<file path="src/rtl/int_exec_alu_pkg.sv">
package int_exec_alu_pkg;
  localparam int OP_W = 5;

  typedef enum logic [OP_W-1:0] {
    OP_ADD  = 5'd0,
    OP_ADDU = 5'd1,
    OP_SUB  = 5'd2,
    OP_SUBU = 5'd3,
    OP_SLT  = 5'd4,
    OP_SLTU = 5'd5,
    OP_AND  = 5'd6,
    OP_OR   = 5'd7,
    OP_XOR  = 5'd8,
    OP_NOR  = 5'd9,
    OP_LUI  = 5'd10,
    OP_SLL  = 5'd11,
    OP_SRL  = 5'd12,
    OP_SRA  = 5'd13,
    OP_SLLV = 5'd14,
    OP_SRLV = 5'd15,
    OP_SRAV = 5'd16
  } alu_op_e;
endpackage

</file>
<file path="src/rtl/alu_addsub.sv">
module alu_addsub #(
  parameter int W = 32
) (
  input  logic [W-1:0] a,
  input  logic [W-1:0] b,
  input  logic         sub,
  output logic [W-1:0] sum,
  output logic         ovf,
  output logic         lt_s,
  output logic         lt_u
);
  logic [W-1:0] b_eff;
  logic         carry;

  assign b_eff        = sub ? ~b : b;
  assign {carry, sum} = {1'b0, a} + {1'b0, b_eff} + {{W{1'b0}}, sub};
  assign ovf          = (a[W-1] == b_eff[W-1]) && (sum[W-1] != a[W-1]);
  assign lt_s         = sum[W-1] ^ ovf;
  assign lt_u         = ~carry;
endmodule

</file>
<file path="src/rtl/alu_logic.sv">
module alu_logic #(
  parameter int W = 32
) (
  input  logic [W-1:0] a,
  input  logic [W-1:0] b,
  input  logic [1:0]   fn,
  output logic [W-1:0] y
);
  always_comb begin
    case (fn)
      2'd0:    y = a & b;
      2'd1:    y = a | b;
      2'd2:    y = a ^ b;
      default: y = ~(a | b);
    endcase
  end
endmodule

</file>
<file path="src/rtl/alu_shifter.sv">
module alu_shifter #(
  parameter int W   = 32,
  parameter int SHW = $clog2(W)
) (
  input  logic [W-1:0]   val,
  input  logic [SHW-1:0] cnt,
  input  logic           left,
  input  logic           arith,
  output logic [W-1:0]   y
);
  function automatic logic [W-1:0] rev(input logic [W-1:0] v);
    logic [W-1:0] r;
    for (int i = 0; i < W; i++) r[i] = v[W-1-i];
    return r;
  endfunction

  logic [W-1:0] stg [SHW+1];
  logic         fill;

  assign fill   = arith & ~left & val[W-1];
  assign stg[0] = left ? rev(val) : val;

  for (genvar k = 0; k < SHW; k++) begin : g_stage
    localparam int S = 1 << k;
    assign stg[k+1] = cnt[k] ? {{S{fill}}, stg[k][W-1:S]} : stg[k];
  end

  assign y = left ? rev(stg[SHW]) : stg[SHW];
endmodule

</file>
<file path="src/rtl/int_exec_alu.sv">
module int_exec_alu
  import int_exec_alu_pkg::*;
#(
  parameter int W    = 32,
  parameter int SHW  = $clog2(W),
  parameter int HALF = W / 2
) (
  input  logic            clk,
  input  logic            rst,
  input  logic [OP_W-1:0] op_i,
  input  logic [W-1:0]    a_i,
  input  logic [W-1:0]    b_i,
  input  logic [SHW-1:0]  shamt_i,
  output logic [W-1:0]    result_o,
  output logic            trap_o
);
  alu_op_e op;
  assign op = alu_op_e'(op_i);

  logic         do_sub, ovf, lt_s, lt_u;
  logic [W-1:0] sum, log_y, sh_y;
  logic [1:0]   log_fn;
  logic [SHW-1:0] sh_cnt;
  logic         sh_left, sh_arith, var_sh;

  assign do_sub = (op == OP_SUB) || (op == OP_SUBU) || (op == OP_SLT) || (op == OP_SLTU);

  alu_addsub #(.W(W)) u_addsub (
    .a(a_i), .b(b_i), .sub(do_sub),
    .sum(sum), .ovf(ovf), .lt_s(lt_s), .lt_u(lt_u)
  );

  assign log_fn = op_i[1:0] - 2'd2;

  alu_logic #(.W(W)) u_logic (
    .a(a_i), .b(b_i), .fn(log_fn), .y(log_y)
  );

  assign var_sh   = (op == OP_SLLV) || (op == OP_SRLV) || (op == OP_SRAV);
  assign sh_cnt   = var_sh ? a_i[SHW-1:0] : shamt_i;
  assign sh_left  = (op == OP_SLL) || (op == OP_SLLV);
  assign sh_arith = (op == OP_SRA) || (op == OP_SRAV);

  alu_shifter #(.W(W), .SHW(SHW)) u_shift (
    .val(b_i), .cnt(sh_cnt), .left(sh_left), .arith(sh_arith), .y(sh_y)
  );

  logic [W-1:0] res_d;
  logic         trap_d;

  always_comb begin
    res_d  = '0;
    trap_d = 1'b0;
    case (op)
      OP_ADD, OP_SUB:   begin res_d = sum; trap_d = ovf; end
      OP_ADDU, OP_SUBU: res_d = sum;
      OP_SLT:           res_d = {{(W-1){1'b0}}, lt_s};
      OP_SLTU:          res_d = {{(W-1){1'b0}}, lt_u};
      OP_AND, OP_OR, OP_XOR, OP_NOR: res_d = log_y;
      OP_LUI:           res_d = {b_i[HALF-1:0], {HALF{1'b0}}};
      OP_SLL, OP_SRL, OP_SRA, OP_SLLV, OP_SRLV, OP_SRAV: res_d = sh_y;
      default:          res_d = '0;
    endcase
  end

  always_ff @(posedge clk) begin
    if (rst) begin
      result_o <= '0;
      trap_o   <= 1'b0;
    end else begin
      result_o <= res_d;
      trap_o   <= trap_d;
    end
  end


  reset_clear_chk: assert property (@(posedge clk) rst |=> (result_o == '0 && !trap_o));


  no_overflow_chk: assert property (@(posedge clk) disable iff (rst)
    ($past(op_i) != OP_ADD && $past(op_i) != OP_SUB && !$past(rst)) |-> !trap_o);


  slt_bool_chk: assert property (@(posedge clk) disable iff (rst)
    (($past(op_i) == OP_SLT || $past(op_i) == OP_SLTU) && !$past(rst)) |-> (result_o[W-1:1] == '0));


  lui_low_zero_chk: assert property (@(posedge clk) disable iff (rst)
    ($past(op_i) == OP_LUI && !$past(rst)) |-> (result_o[HALF-1:0] == '0));


  unused_zero_chk: assert property (@(posedge clk) disable iff (rst)
    ($past(op_i) > OP_SRAV && !$past(rst)) |-> (result_o == '0 && !trap_o));
endmodule

</file>
<file path="config.mk">
export PLATFORM = sky130hd
export DESIGN_NAME = int_exec_alu
export DESIGN_NICKNAME = d
export VERILOG_FILES = /design/src/rtl/int_exec_alu_pkg.sv /design/src/rtl/alu_addsub.sv /design/src/rtl/alu_logic.sv /design/src/rtl/alu_shifter.sv /design/src/rtl/int_exec_alu.sv
export SDC_FILE = /design/constraint.sdc
export NUM_CORES = 1
export LEC_CHECK = 0
export BUFFER_PORTS_ARGS = -buffer_cell sky130_fd_sc_hd__buf_2
export CORE_MARGIN = 2
export CORE_UTILIZATION = 65
export DETAILED_ROUTE_END_ITERATION = 6
export PLACE_DENSITY = 0.94
export SLEW_MARGIN = 30
export SYNTH_ARGS = -nofsm -noshare
export SYNTH_HDL_FRONTEND = slang
export SYNTH_HIERARCHICAL = 1
export SYNTH_SLANG_ARGS = --single-unit
</file>
<file path="constraint.sdc">
create_clock -name clk -period 9.96 [get_ports clk]
set_clock_uncertainty 0.2 [all_clocks]
set_input_delay 1.992 -clock clk [delete_from_list [all_inputs] [get_ports clk]]
set_output_delay 1.992 -clock clk [all_outputs]
set_load 0.05 [all_outputs]
</file>
==> results of run 1 <==
final timing paths:
check / to / slack (ns) / start / cells after the start
hold / removal: result_o[18]$_SDFF_PP0_ / 2.05 / b_i[2] / 3
setup / recovery: result_o[0]$_SDFF_PP0_ / 3.03 / op_i[2] / 15
critical path: cells and delay by family:
kind	cells	cell delay (ns)
AOI/OAI and AO/OA	7	2.35
xor gates and xnor gates	2	0.30
adders and majority gates	1	0.42
buffers and inverters	2	1.03
muxes	2	0.60
and+or+nand+nor	1	0.14
cell families (layout without fill, tap and decap cells):
family                   count (synthesis)  after routing
XOR/XNOR                                65             65
AO/OA/AOI/OAI                          405            405
flip-flops                              33             33
multiplexers                           148            148
adder cells (fa/ha/maj)                 96             96
other                                    0              3
AND/OR/NAND/NOR                        359            359
buffers and inverters                  177            211
state kept, by name (all words and copies together), names as in the netlist:
register	count
trap_o	1
result_o	32
power by group:
part,total (mW),switching [mW],internal [mW]
clock network,0.178,0.0530,0.125
registers,0.143,0.00302,0.140
logic,0.720,0.448,0.271
Yosys cell counts, drive strengths merged (4+ instances only):
cell type / instances / area share
nor3: 24 / 0.012
nand4: 16 / 0.010
nor4: 5 / 0.0062
nand3: 15 / 0.0076
a32oi: 16 / 0.014
o221ai: 4 / 0.0035
o21bai: 11 / 0.0083
nand2b: 11 / 0.0069
o211ai: 7 / 0.0053
or2: 7 / 0.0044
a221oi: 6 / 0.0059
mux2i: 29 / 0.031
a222oi: 6 / 0.0061
a22o: 17 / 0.015
o311ai: 4 / 0.0035
nor2b: 36 / 0.026
o31ai: 7 / 0.0053
xor2: 41 / 0.036
o21ai: 103 / 0.053
and2: 6 / 0.0038
o32ai: 4 / 0.0035
dfxtp: 33 / 0.067
o2111ai: 4 / 0.0035
a22oi: 16 / 0.012
o21a: 7 / 0.0053
nor2: 65 / 0.025
a21o: 33 / 0.025
a21oi: 84 / 0.042
a211o: 5 / 0.0044
xnor2: 24 / 0.021
a211oi: 13 / 0.0098
a31oi: 10 / 0.0078
o22ai: 17 / 0.011
mux4: 34 / 0.077
buf: 56 / 0.037
nand2: 157 / 0.059
ha: 95 / 0.12
mux2: 85 / 0.11
inv: 80 / 0.030
clkbuf: 39 / 0.015
per-layer routing:
metal	wire (um)	track usage
met5	54	0.0186
met4	2820	0.244
met3	5720	0.139
met2	16000	0.679
met1	13900	0.589
cells in the final DEF, fill, tap and decap left out, types with 33 or more instances in the layout:
cell	synthesis	routed
mux2_2	55	53
o21ai_0	72	72
xor2_1	41	41
ha_1	95	95
nand2_1	157	157
a21oi_1	84	84
buf_2	23	107
nor2_1	65	64
inv_1	80	79
a21o_1	33	33
dfxtp_1	33	33
mux4_2	34	34
per-stage QoR:
step / total power, mW / hold WS (ns)
2_1_floorplan: 0.646 / 1.98
3_3_place_gp: 0.816 / 2.26
3_5_place_dp: 0.826 / 2.26
4_1_cts: 1.01 / 2.03
5_1_grt: 1.08 / 2.06
6_report: 1.04 / 2.05
layout make-up:
class	count	share of cell area
inverters	82	0.0294
flip-flops and latches	33	0.0630
repair buffers	121	0.0618
diodes	3	0.000716
clock inverters	1	0.00286
multi-input cells	1073	0.806
clock buffers	7	0.0136
well taps	188	0.0224
==> results.sh, run 1 <==
export IMPL_status="finished, violations left"
export IMPL_violations="DRC"
export IMPL_finalWeightedCongestion=1.09
export IMPL_synthXorXnorAreaFrac=0.0574
export IMPL_synth_edf_count=0
export IMPL_post_route_period_util=0.696
export IMPL_endpoint_kind="register"
export IMPL_cts_tree="yes"
export IMPL_maxCapViolations=0
export IMPL_core_area_mm2=0.0150
export IMPL_synth_top_family_by_area="compound AO/OA/AOI/OAI gates"
export IMPL_setup_viol=0
export IMPL_arrival_ns=6.86
export IMPL_cpMostUsedCell="mux2_2"
export IMPL_grt_pass1_wl_mm=57.7
export IMPL_syn_nets=1455
export IMPL_cp_cell_sequence="buf_2 -> xnor2_1 -> nor3_2 -> buf_4 -> xor2_1 -> ha_1 -> o21ai_0 -> a211oi_1 -> o311ai_0 -> o311ai_1 -> a31oi_1 -> mux2_2 -> mux2_2 -> a22oi_1 -> a21oi_1"
export IMPL_synth_seq_area_share=0.0666
export IMPL_cts_htree_levels=2
export IMPL_synthFlopType="dfxtp_1"
export IMPL_critPathMaxFanout=32
export IMPL_fillers=1248
export IMPL_slew_viol_final=0
export IMPL_min_path_type="in2reg"
export IMPL_grt_setup_unrepaired="false"
export IMPL_multi_input_area_mm2=0.00845
export IMPL_worst_slew_pin_slew_ns=1.12
export IMPL_vias=11100
export IMPL_final_seq_area_um2=661
export IMPL_cp_slowest_cell="o311ai_1"
export IMPL_overflow=0
export IMPL_synth_area_mux_share=0.215
export IMPL_cts_setup_buffers=0
export IMPL_clockBufferDepth=2
export IMPL_die_area_mm2=0.0163
export IMPL_hpwlAfterDp_mm=28.7
export IMPL_synthAdderAreaFrac=0.122
export IMPL_route_detailed_drc=1
export IMPL_grt_pass1_vias=9936
export IMPL_ant_nets=0
export IMPL_tns_ns=0
export IMPL_dpl_cell_count=1497
export IMPL_ioPinCount=109
export IMPL_synthSimpleGateAreaFrac=0.176
export IMPL_die_h_um=127
export IMPL_synth_seq_cells=33
export IMPL_numCtsBuffers=5
export IMPL_power_density_mw_per_mm2=99.3
export IMPL_start_util=0.659
export IMPL_finalCriticalPeriod_ns=6.93
export IMPL_start_kind="primary input"
export IMPL_rows=45
export IMPL_setup_ws_ns=3.03
export IMPL_dieWidth_um=127
export IMPL_postCtsHoldBufs=0
export IMPL_slew_headroom=0.246
export IMPL_nets=1488
export IMPL_port_buffers=108
export IMPL_grt_usage=0.456
export IMPL_final_util=0.697
export IMPL_antenna_found_initial=0
export IMPL_leakagePower_nw=4.71
export IMPL_fin_cells=1508
export IMPL_dr_pass1_iters=7
export IMPL_dpl_cell_area_mm2=0.0103
export IMPL_syn_inst=1283
export IMPL_avgSynthCellArea_um2=7.73
export IMPL_via_per_inst=7.36
export IMPL_ys_types=89
export IMPL_critPathKind="in2reg"
export IMPL_slowest_delay_ns=0.81
export IMPL_hold_viol_final=0
export IMPL_synth_compound_area_frac=0.280
export IMPL_drive_above_1_share=0.210
export IMPL_drt_iter0_drc=2080
export IMPL_synth_warnings=6
export IMPL_syn_area_mm2=0.00991
export IMPL_path_clk_slew_ns=0.05
export IMPL_finish_instance_area_mm2=0.0105
export IMPL_cp_required_ns=9.88
export IMPL_cts_root_buf="clkbuf_16"
export IMPL_async_flop_share=0
export IMPL_max_freq_mhz=144
export IMPL_flow_area_growth_from_synthesis_pct=5.73
export IMPL_clock_sinks=33
export IMPL_routed_wl_mm=38.5
export IMPL_grt_max_degree=71
export IMPL_dp_slack_ns=2.88
export IMPL_wire_per_inst_um=25.5
export IMPL_ir_worst_vdd_v=0.0000731
export IMPL_cts_resized=0
(Power assumes the default switching activity.)
==> inputs of run 2 (changes only) <==
--- a/config.mk
+++ b/config.mk
@@ -7,9 +7,9 @@
 export LEC_CHECK = 0
 export BUFFER_PORTS_ARGS = -buffer_cell sky130_fd_sc_hd__buf_2
 export CORE_MARGIN = 2
-export CORE_UTILIZATION = 65
+export CORE_UTILIZATION = 62
 export DETAILED_ROUTE_END_ITERATION = 6
-export PLACE_DENSITY = 0.94
+export PLACE_DENSITY = 0.91
 export SLEW_MARGIN = 30
 export SYNTH_ARGS = -nofsm -noshare
 export SYNTH_HDL_FRONTEND = slang
==> constraint.sdc (replaced) <==
create_clock -name clk -period 6.6 [get_ports clk]
set_clock_uncertainty 0.2 [all_clocks]
set_input_delay 1.32 -clock clk [delete_from_list [all_inputs] [get_ports clk]]
set_output_delay 1.32 -clock clk [all_outputs]
set_load 0.05 [all_outputs]
==> run 2 against run 1 <==
The flow now finishes without violations. Sequential power grew 50%. Die area grew 4.7%. Wire length grew 3.9%. Cell count grew 2.3%. First-iteration DRC count shrank 22%. Largest power group unchanged. Worst setup slack lost 2.1 ns. Non-clock buffer count grew 10. Critical path type unchanged. Combinational power grew 54%. Worst hold slack lost 0.65 ns. Final area grew 1.2%. Sequential share of layout area shrank 0.074 points.
==> results.sh, run 2 (synthesis gave the netlist of run 1 again) <==
export IMPL_vias=11100
export IMPL_cts_tree="yes"
export IMPL_dr_pass1_iters=7
export IMPL_hold_viol_final=0
export IMPL_ir_worst_vdd_v=0.000148
export IMPL_grt_usage=0.460
export IMPL_leakagePower_nw=4.76
export IMPL_flow_area_growth_from_synthesis_pct=6.99
export IMPL_endpoint_kind="register"
export IMPL_critPathMaxFanout=41
export IMPL_postCtsHoldBufs=0
export IMPL_die_area_mm2=0.0170
export IMPL_fillers=1377
export IMPL_slew_viol_final=0
export IMPL_slew_headroom=0.378
export IMPL_route_detailed_drc=0
export IMPL_top_regs="result_o x32, trap_o x1"
export IMPL_drive_above_1_share=0.217
export IMPL_diodes=0
export IMPL_nets=1498
export IMPL_core_area_mm2=0.0158
export IMPL_cp_required_ns=6.56
export IMPL_post_route_period_util=0.852
export IMPL_start_kind="primary input"
export IMPL_max_freq_mhz=178
export IMPL_power_density_mw_per_mm2=151
export IMPL_drt_iter0_drc=1617
export IMPL_setup_ws_ns=0.975
export IMPL_finalCriticalPeriod_ns=5.62
export IMPL_rows=46
export IMPL_grt_pass1_vias=9924
export IMPL_critPathKind="in2reg"
export IMPL_wire_per_inst_um=25.9
export IMPL_grt_pass1_wl_mm=58.7
export IMPL_port_buffers=108
export IMPL_setup_viol=0
export IMPL_clockBufferDepth=2
export IMPL_ioPinCount=109
export IMPL_cts_htree_levels=2
export IMPL_min_path_type="in2reg"
export IMPL_regMostFlops="result_o"
export IMPL_cts_root_buf="clkbuf_16"
export IMPL_mostFrequentLayoutCells="nand2_1 (157), buf_2 (107), ha_1 (95)"
export IMPL_tns_ns=0
export IMPL_largest_register_ffs=32
export IMPL_multi_input_area_mm2=0.00845
export IMPL_dieWidth_um=130
export IMPL_start_util=0.629
export IMPL_path_clk_slew_ns=0.05
export IMPL_arrival_ns=5.59
export IMPL_die_h_um=130
export IMPL_worst_slew_pin_slew_ns=0.926
export IMPL_grt_setup_unrepaired="false"
export IMPL_cts_resized=0
export IMPL_clock_sinks=33
export IMPL_cts_setup_buffers=0
export IMPL_final_seq_area_um2=661
export IMPL_status="completed"
export IMPL_via_per_inst=7.18
export IMPL_hpwlAfterDp_mm=30.1
export IMPL_dp_slack_ns=0.853
export IMPL_antenna_found_initial=0
export IMPL_routed_wl_mm=40.0
export IMPL_overflow=0
export IMPL_maxCapViolations=0
export IMPL_numCtsBuffers=5
export IMPL_ant_nets=0
export IMPL_finalWeightedCongestion=1.07
export IMPL_grt_max_degree=86
export IMPL_layout_commonest_cell="nand2_1"
## run 2: routing by layer
| metal | wire length, um | vias up | GRT usage |
|---|---|---|---|
| met1 | 14900 | 5113 | 0.593 |
| met2 | 16700 | 919 | 0.686 |
| met4 | 2780 | 0 | 0.270 |
| li1 | - | 4827 | - |
| met5 | 0 | - | 0 |
| met3 | 5630 | 223 | 0.129 |
## run 2: cell type report
class | count | share of cell area
inverters | 82 | 0.0290
multi-input cells | 1073 | 0.797
repair buffers | 131 | 0.0702
flip-flops and latches | 33 | 0.0623
clock buffers | 7 | 0.0134
clock inverters | 1 | 0.00283
well taps | 216 | 0.0255
## run 2: path summary, 6_finish.rpt
check,start,to,cells past startpoint
max,op_i[3],result_o[5]$_SDFF_PP0_,14
min,a_i[31],trap_o$_SDFF_PP0_,4
## run 2: per-stage QoR
stage | power [mW] | util | hold WS (ns) | area, um^2 | std cells
after floorplan | 0.974 | - | 1.30 | 9910 | 1283
after global placement | 1.26 | 0.659 | 1.59 | 10400 | 1533
after detailed placement | 1.27 | 0.660 | 1.59 | 10400 | 1533
after CTS | 1.54 | 0.671 | 1.37 | 10600 | 1541
after global routing | 1.67 | 0.673 | 1.40 | 10600 | 1543
final | 1.60 | 0.673 | 1.41 | 10600 | 1543
## run 2: worst max-delay path: stages
cell and delay, ns:
buf_2 0.36, inv_1 0.33, nor2_1 0.22, a22oi_1 0.09
buf_4 0.21, mux2_4 0.61, buf_4 0.32, mux2_2 0.36
mux4_2 0.54, a32oi_1 0.23, o211ai_1 0.13, a211o_1 0.34
mux2_2 0.30, a22o_1 0.22
## run 2: where the power goes
group	total, mW	internal, mW	switching (mW)
logic	1.11	0.417	0.697
registers	0.214	0.211	0.00320
clock network	0.272	0.188	0.0831
